$ cat config.mk
export PLATFORM = sky130hd
export DESIGN_NAME = codec_cmd_port
export DESIGN_NICKNAME = d
export VERILOG_FILES = /design/src/rtl/codec_port_pkg.sv /design/src/rtl/codec_cmd_fsm.sv /design/src/rtl/codec_cmd_regs.sv /design/src/rtl/codec_cmd_port.sv
export SDC_FILE = /design/constraint.sdc
export NUM_CORES = 1
export LEC_CHECK = 0
export ABC_AREA = 1
export ABC_CLOCK_PERIOD_IN_PS = 1400
export BUFFER_PORTS_ARGS = -buffer_cell sky130_fd_sc_hd__buf_2
export CAP_MARGIN = 20
export CORE_ASPECT_RATIO = 1.25
export CORE_MARGIN = 4
export CORE_UTILIZATION = 44
export CTS_BUF_LIST = sky130_fd_sc_hd__clkbuf_8
export DETAILED_ROUTE_END_ITERATION = 10
export GPL_TIMING_DRIVEN = 0
export MAX_ROUTING_LAYER = met4
export PLACE_DENSITY = 0.85
export SKIP_LAST_GASP = 1
export SYNTH_ARGS = -nofsm -noshare
export SYNTH_HDL_FRONTEND = slang
export SYNTH_SLANG_ARGS = --single-unit
export TNS_END_PERCENT = 5
$ cat constraint.sdc
create_clock -name clk -period 1.4 [get_ports clk]
set_clock_uncertainty 0.1 [all_clocks]
set_input_delay 0.21 -clock clk [delete_from_list [all_inputs] [get_ports clk]]
set_output_delay 0.21 -clock clk [all_outputs]
set_load 0.01 [all_outputs]
$ cat src/rtl/codec_port_pkg.sv
package codec_port_pkg;

    localparam int CMD_W   = 16;
    localparam int IDX_W   = 7;
    localparam int ID_W    = 2;

    localparam int POS_RD   = 7;
    localparam int POS_VAL  = 8;
    localparam int POS_BUSY = 9;
    localparam int POS_ID   = 10;
    localparam int POS_ERR  = 12;
    localparam int POS_COLD = 5;
    localparam int POS_WARM = 6;
    localparam int POS_ECLR = 0;

    typedef enum logic [1:0] {
        SEL_CMD  = 2'd0,
        SEL_DATA = 2'd1,
        SEL_CTRL = 2'd2
    } reg_sel_e;

    typedef enum logic {
        ST_IDLE = 1'b0,
        ST_WAIT = 1'b1
    } port_state_e;

    typedef struct packed {
        logic [ID_W-1:0]  id;
        logic             rd;
        logic [IDX_W-1:0] idx;
    } cmd_fields_t;

endpackage

$ cat src/rtl/codec_cmd_fsm.sv
module codec_cmd_fsm
    import codec_port_pkg::*;
(
    input  logic clk,
    input  logic rst_n,
    input  logic launch,
    input  logic link_ack,
    output logic busy,
    output logic retire
);

    port_state_e state_q, state_d;

    always_comb begin
        state_d = state_q;
        unique case (state_q)
            ST_IDLE: if (launch)   state_d = ST_WAIT;
            ST_WAIT: if (link_ack) state_d = ST_IDLE;
            default:               state_d = ST_IDLE;
        endcase
    end

    always_ff @(posedge clk) begin
        if (!rst_n) state_q <= ST_IDLE;
        else        state_q <= state_d;
    end

    always_comb begin
        busy   = 1'b0;
        retire = 1'b0;
        unique case (state_q)
            ST_IDLE: ;
            ST_WAIT: begin
                busy   = 1'b1;
                retire = link_ack;
            end
            default: ;
        endcase
    end

endmodule

$ cat src/rtl/codec_cmd_regs.sv
module codec_cmd_regs
    import codec_port_pkg::*;
#(
    parameter int DATA_W = 16
) (
    input  logic              clk,
    input  logic              rst_n,
    input  logic              busy,
    input  logic              retire,
    input  logic              cmd_wr,
    input  logic              data_wr,
    input  logic              ctrl_wr,
    input  logic [CMD_W-1:0]  wdata,
    input  logic [DATA_W-1:0] link_rdata,
    output logic              launch,
    output cmd_fields_t       cmd_q,
    output logic [DATA_W-1:0] data_q,
    output logic              valid_q,
    output logic              err_q,
    output logic              cold_q,
    output logic              warm_q
);

    cmd_fields_t cmd_in;
    logic        collide;

    assign cmd_in.idx = wdata[IDX_W-1:0];
    assign cmd_in.rd  = wdata[POS_RD];
    assign cmd_in.id  = wdata[POS_ID +: ID_W];

    assign launch  = cmd_wr && !busy;
    assign collide = cmd_wr &&  busy;

    always_ff @(posedge clk) begin
        if (!rst_n) begin
            cmd_q   <= '0;
            data_q  <= '0;
            valid_q <= 1'b0;
            err_q   <= 1'b0;
            cold_q  <= 1'b0;
            warm_q  <= 1'b0;
        end else begin
            if (launch) begin
                cmd_q   <= cmd_in;
                valid_q <= 1'b0;
            end
            if (retire && cmd_q.rd) begin
                data_q  <= link_rdata;
                valid_q <= 1'b1;
            end else if (data_wr && !busy) begin
                data_q  <= wdata[DATA_W-1:0];
            end
            if (ctrl_wr) begin
                cold_q <= wdata[POS_COLD];
                warm_q <= wdata[POS_WARM];
                if (wdata[POS_ECLR]) err_q <= 1'b0;
            end
            if (collide) err_q <= 1'b1;
        end
    end

endmodule

$ cat src/rtl/codec_cmd_port.sv
module codec_cmd_port
    import codec_port_pkg::*;
#(
    parameter int DATA_W = 16
) (
    input  logic              clk,
    input  logic              rst_n,
    input  logic              reg_wr,
    input  logic [1:0]        reg_sel,
    input  logic [15:0]       reg_wdata,
    output logic [15:0]       cmd_status,
    output logic [DATA_W-1:0] data_rd,
    output logic [15:0]       ctrl_rd,
    output logic              link_req,
    output logic              link_rd,
    output logic [1:0]        link_id,
    output logic [6:0]        link_idx,
    output logic [DATA_W-1:0] link_wdata,
    input  logic              link_ack,
    input  logic [DATA_W-1:0] link_rdata,
    output logic              cold_rst,
    output logic              warm_rst
);

    logic        busy, retire, launch;
    logic        valid_q, err_q, cold_q, warm_q;
    cmd_fields_t cmd_q;
    logic [DATA_W-1:0] data_q;

    logic cmd_wr, data_wr, ctrl_wr;
    assign cmd_wr  = reg_wr && (reg_sel == SEL_CMD);
    assign data_wr = reg_wr && (reg_sel == SEL_DATA);
    assign ctrl_wr = reg_wr && (reg_sel == SEL_CTRL);

    codec_cmd_fsm u_fsm (
        .clk      (clk),
        .rst_n    (rst_n),
        .launch   (launch),
        .link_ack (link_ack),
        .busy     (busy),
        .retire   (retire)
    );

    codec_cmd_regs #(.DATA_W(DATA_W)) u_regs (
        .clk        (clk),
        .rst_n      (rst_n),
        .busy       (busy),
        .retire     (retire),
        .cmd_wr     (cmd_wr),
        .data_wr    (data_wr),
        .ctrl_wr    (ctrl_wr),
        .wdata      (reg_wdata),
        .link_rdata (link_rdata),
        .launch     (launch),
        .cmd_q      (cmd_q),
        .data_q     (data_q),
        .valid_q    (valid_q),
        .err_q      (err_q),
        .cold_q     (cold_q),
        .warm_q     (warm_q)
    );

    always_comb begin
        cmd_status                     = '0;
        cmd_status[IDX_W-1:0]          = cmd_q.idx;
        cmd_status[POS_RD]             = cmd_q.rd;
        cmd_status[POS_VAL]            = valid_q;
        cmd_status[POS_BUSY]           = busy;
        cmd_status[POS_ID +: ID_W]     = cmd_q.id;
        cmd_status[POS_ERR]            = err_q;
        ctrl_rd                        = '0;
        ctrl_rd[POS_COLD]              = cold_q;
        ctrl_rd[POS_WARM]              = warm_q;
    end

    assign data_rd    = data_q;
    assign link_req   = busy;
    assign link_rd    = cmd_q.rd;
    assign link_id    = cmd_q.id;
    assign link_idx   = cmd_q.idx;
    assign link_wdata = data_q;
    assign cold_rst   = cold_q;
    assign warm_rst   = warm_q;

endmodule

==> flow_summary.json <==
{
  "core_mm2": 0.00407,
  "n_antenna_cell": 0,
  "min_period_ns": 1.30,
  "synthMuxAreaShare_pct": 0,
  "p_leak_uw": 0.00143,
  "synthXorXnorAreaFrac_pct": 0,
  "final_common_cell": "buf_2",
  "synth.distinct_cells": 21,
  "finalMaxSlewViolations": 0,
  "vias_per_cell": 4.60,
  "place.gp.congestion": 0.846,
  "preCtsSetupSlack_ns": -0.0211,
  "grt_max_degree": 11,
  "synth_fa_ha_area_share_pct": 0,
  "netlist_instances": 248,
  "routed_wl_um": 5110,
  "synth.avg_cell_area_um2": 7.45,
  "rsz0062_at_grt": "no",
  "htree_levels": 2,
  "routedWlPerCell_um": 12.0,
  "status": "completed",
  "path_max_fanout": 10,
  "critPathArrivalTime_ns": 1.42,
  "clk_path_buf_depth": 2,
  "fp.dieW_um": 66.0,
  "drt_iter0_drc": 188,
  "fin_nets": 406,
  "worstHoldStart": "reg_wdata[7]",
  "cts_sinks": 31,
  "cts_tree": "done",
  "drc": 0,
  "place_hpwl_um": 3990,
  "track_usage_pct": 19.5,
  "crit_start": "u_fsm.state_q$_SDFF_PN0_",
  "end_kind": "flip-flop",
  "routed-via-count": 1956,
  "grt_pass1_vias": 1793,
  "setup_ws_ns": 0.0975,
  "hold_class": "primary input to flip-flop",
  "cap_violations": 0,
  "io_pins": 115,
  "start_util_pct": 45.4,
  "ir_worst_vdd_v": 0.000609,
  "synth-simple-area-share_pct": 27.9,
  "drive_gt1_share_pct": 50.9,
  "relSlewSlack_pct": 53.5,
  "hold_ws_ns": 0.0862,
  "dieArea_mm2": 0.00531,
  "worst-setup-path-type": "flip-flop to flip-flop",
  "holdBufCountCts": 0,
  "min_period_over_period_pct": 93.0,
  "rows": 26,
  "antenna_found_initial": 0,
  "synth_compound_area_share_pct": 11.2,
  "finalCoreUtilization_pct": 63.3,
  "cts_root_buf": "clkbuf_8",
  "required_ns": 1.51,
  "grt_overflow_total": 0,
  "fillers": 377,
  "grt_pass1_wl_um": 7850,
  "area_delta_synth_final_pct": 39.3,
  "yosysSeqAreaShare_pct": 33.6,
  "p_per_area_mw_per_mm2": 811,
  "portBuffers": 96,
  "synth_top_family_by_area": "simple AND/OR/NAND/NOR gates",
  "numCtsBuffers": 5,
  "ant_nets": 0,
  "firstDrtPassIters": 4,
  "fmax_mhz": 768,
  "worstSetupStartpointType": "flip-flop",
  "finalHoldViolCount": 0,
  "synthesis.area_mm2": 0.00185,
  "tightest_slew_ns": 0.697,
  "cts.clk_slew.worst_paths_ns": 0.06,
  "synth-seq-cells": 31,
  "setup_violations": 0,
  "yosys_warnings": 0,
  "dieHeight_um": 80.5,
  "reg2reg_from": "u_fsm.state_q$_SDFF_PN0_",
  "layout_common_cells": "buf_2, nand2_1, buf_4, dfxtp_1, a21oi_1",
  "clock_latency_ns": 0.28
}
## registers in the layout, summed over array words and instances, names as in the netlist
register and count:
u_regs.cmd_q 10, u_regs.data_q 16, u_regs.valid_q 1, u_regs.cold_q 1, u_fsm.state_q 1, u_regs.err_q 1, u_regs.warm_q 1
## logic make-up (layout without fill, tap and decap cells)
family                 after synthesis  in the layout
AND/OR/NAND/NOR                    111            111
buffers and inverters               71            176
AO/OA/AOI/OAI                       34             34
flip-flops                          31             31
other                                1             17
## power by group
group / internal (uW) / switching [uW]
sequential: 912 / 21.7
combinational: 191 / 207
clock: 441 / 317
## repair_timing
| action | in CTS | in global routing |
|---|---|---|
| gates resized for setup | 1 | 3 |
| setup endpoints to repair | 6 | 13 |
| setup buffers | 0 | 1 |
| cloned | 0 | 0 |
| pin swaps | 0 | 1 |
## metrics by stage
step | instance area [um^2] | setup TNS [ns] | cells | power (uW)
final | 2570 | 0 | 425 | 2090
after floorplan | 1910 | 0 | 264 | 1200
after global routing | 2570 | 0 | 425 | 2190
after CTS | 2560 | 0 | 424 | 2100
after detailed placement | 2460 | -0.0310 | 416 | 1350
after global placement | 2460 | -0.00653 | 416 | 1340
## cells in the mapped netlist
master	number	share of area, %
nor2_2	1	0.34
dfxtp_1	31	34
inv_2	3	0.61
a21oi_1	21	5.7
nand3_4	1	0.95
conb_1	1	0.20
nand4_1	16	5.4
a21oi_2	10	4.7
or2_2	1	0.34
buf_2	7	1.9
nand3_1	20	5.4
nand2_4	1	0.61
buf_6	3	1.8
buf_8	1	0.81
o21ai_0	3	0.81
nand2_1	66	13
clkbuf_1	1	0.20
buf_4	51	21
nor2_1	2	0.41
inv_1	5	1.0
nand2_2	3	1.0
## final timing paths
kind,slack (ns),to,cells after the start
min reg2reg,0.36,u_regs.cold_q$_SDFFE_PN0P_,2
max,0.1,u_regs.cmd_q[3]$_SDFFE_PN0P_,6
max reg2reg,0.1,u_regs.cmd_q[3]$_SDFFE_PN0P_,6
min,0.09,u_regs.cmd_q[7]$_SDFFE_PN0P_,3
## critical path, stage by stage, from the launching register on
cell     delay, ns
dfxtp_2       0.34
buf_6         0.14
inv_2         0.05
nand3_1       0.16
inv_2         0.23
nand2_1       0.10
a21oi_1       0.12
## metal layers
metal | global-route usage [%] | vias up | share of wire, %
met3 | 4.48 | 6 | 11
met4 | 5.89 | 0 | 1.1
met1 | 22.1 | 853 | 40
met5 | - | - | 0
li1 | - | 985 | -
met2 | 34.0 | 112 | 48
## final cells by class
class,instances,area [um^2],share of cell area (%)
inverters,8,30.0,1.17
repair buffers,97,488,19.0
clock buffers,7,96.3,3.74
well taps,56,70.1,2.72
multi-input cells,162,787,30.6
plain buffers,63,477,18.5
clock inverters,1,3.75,0.146
flip-flops and latches,31,623,24.2
(Power assumes the default switching activity.)
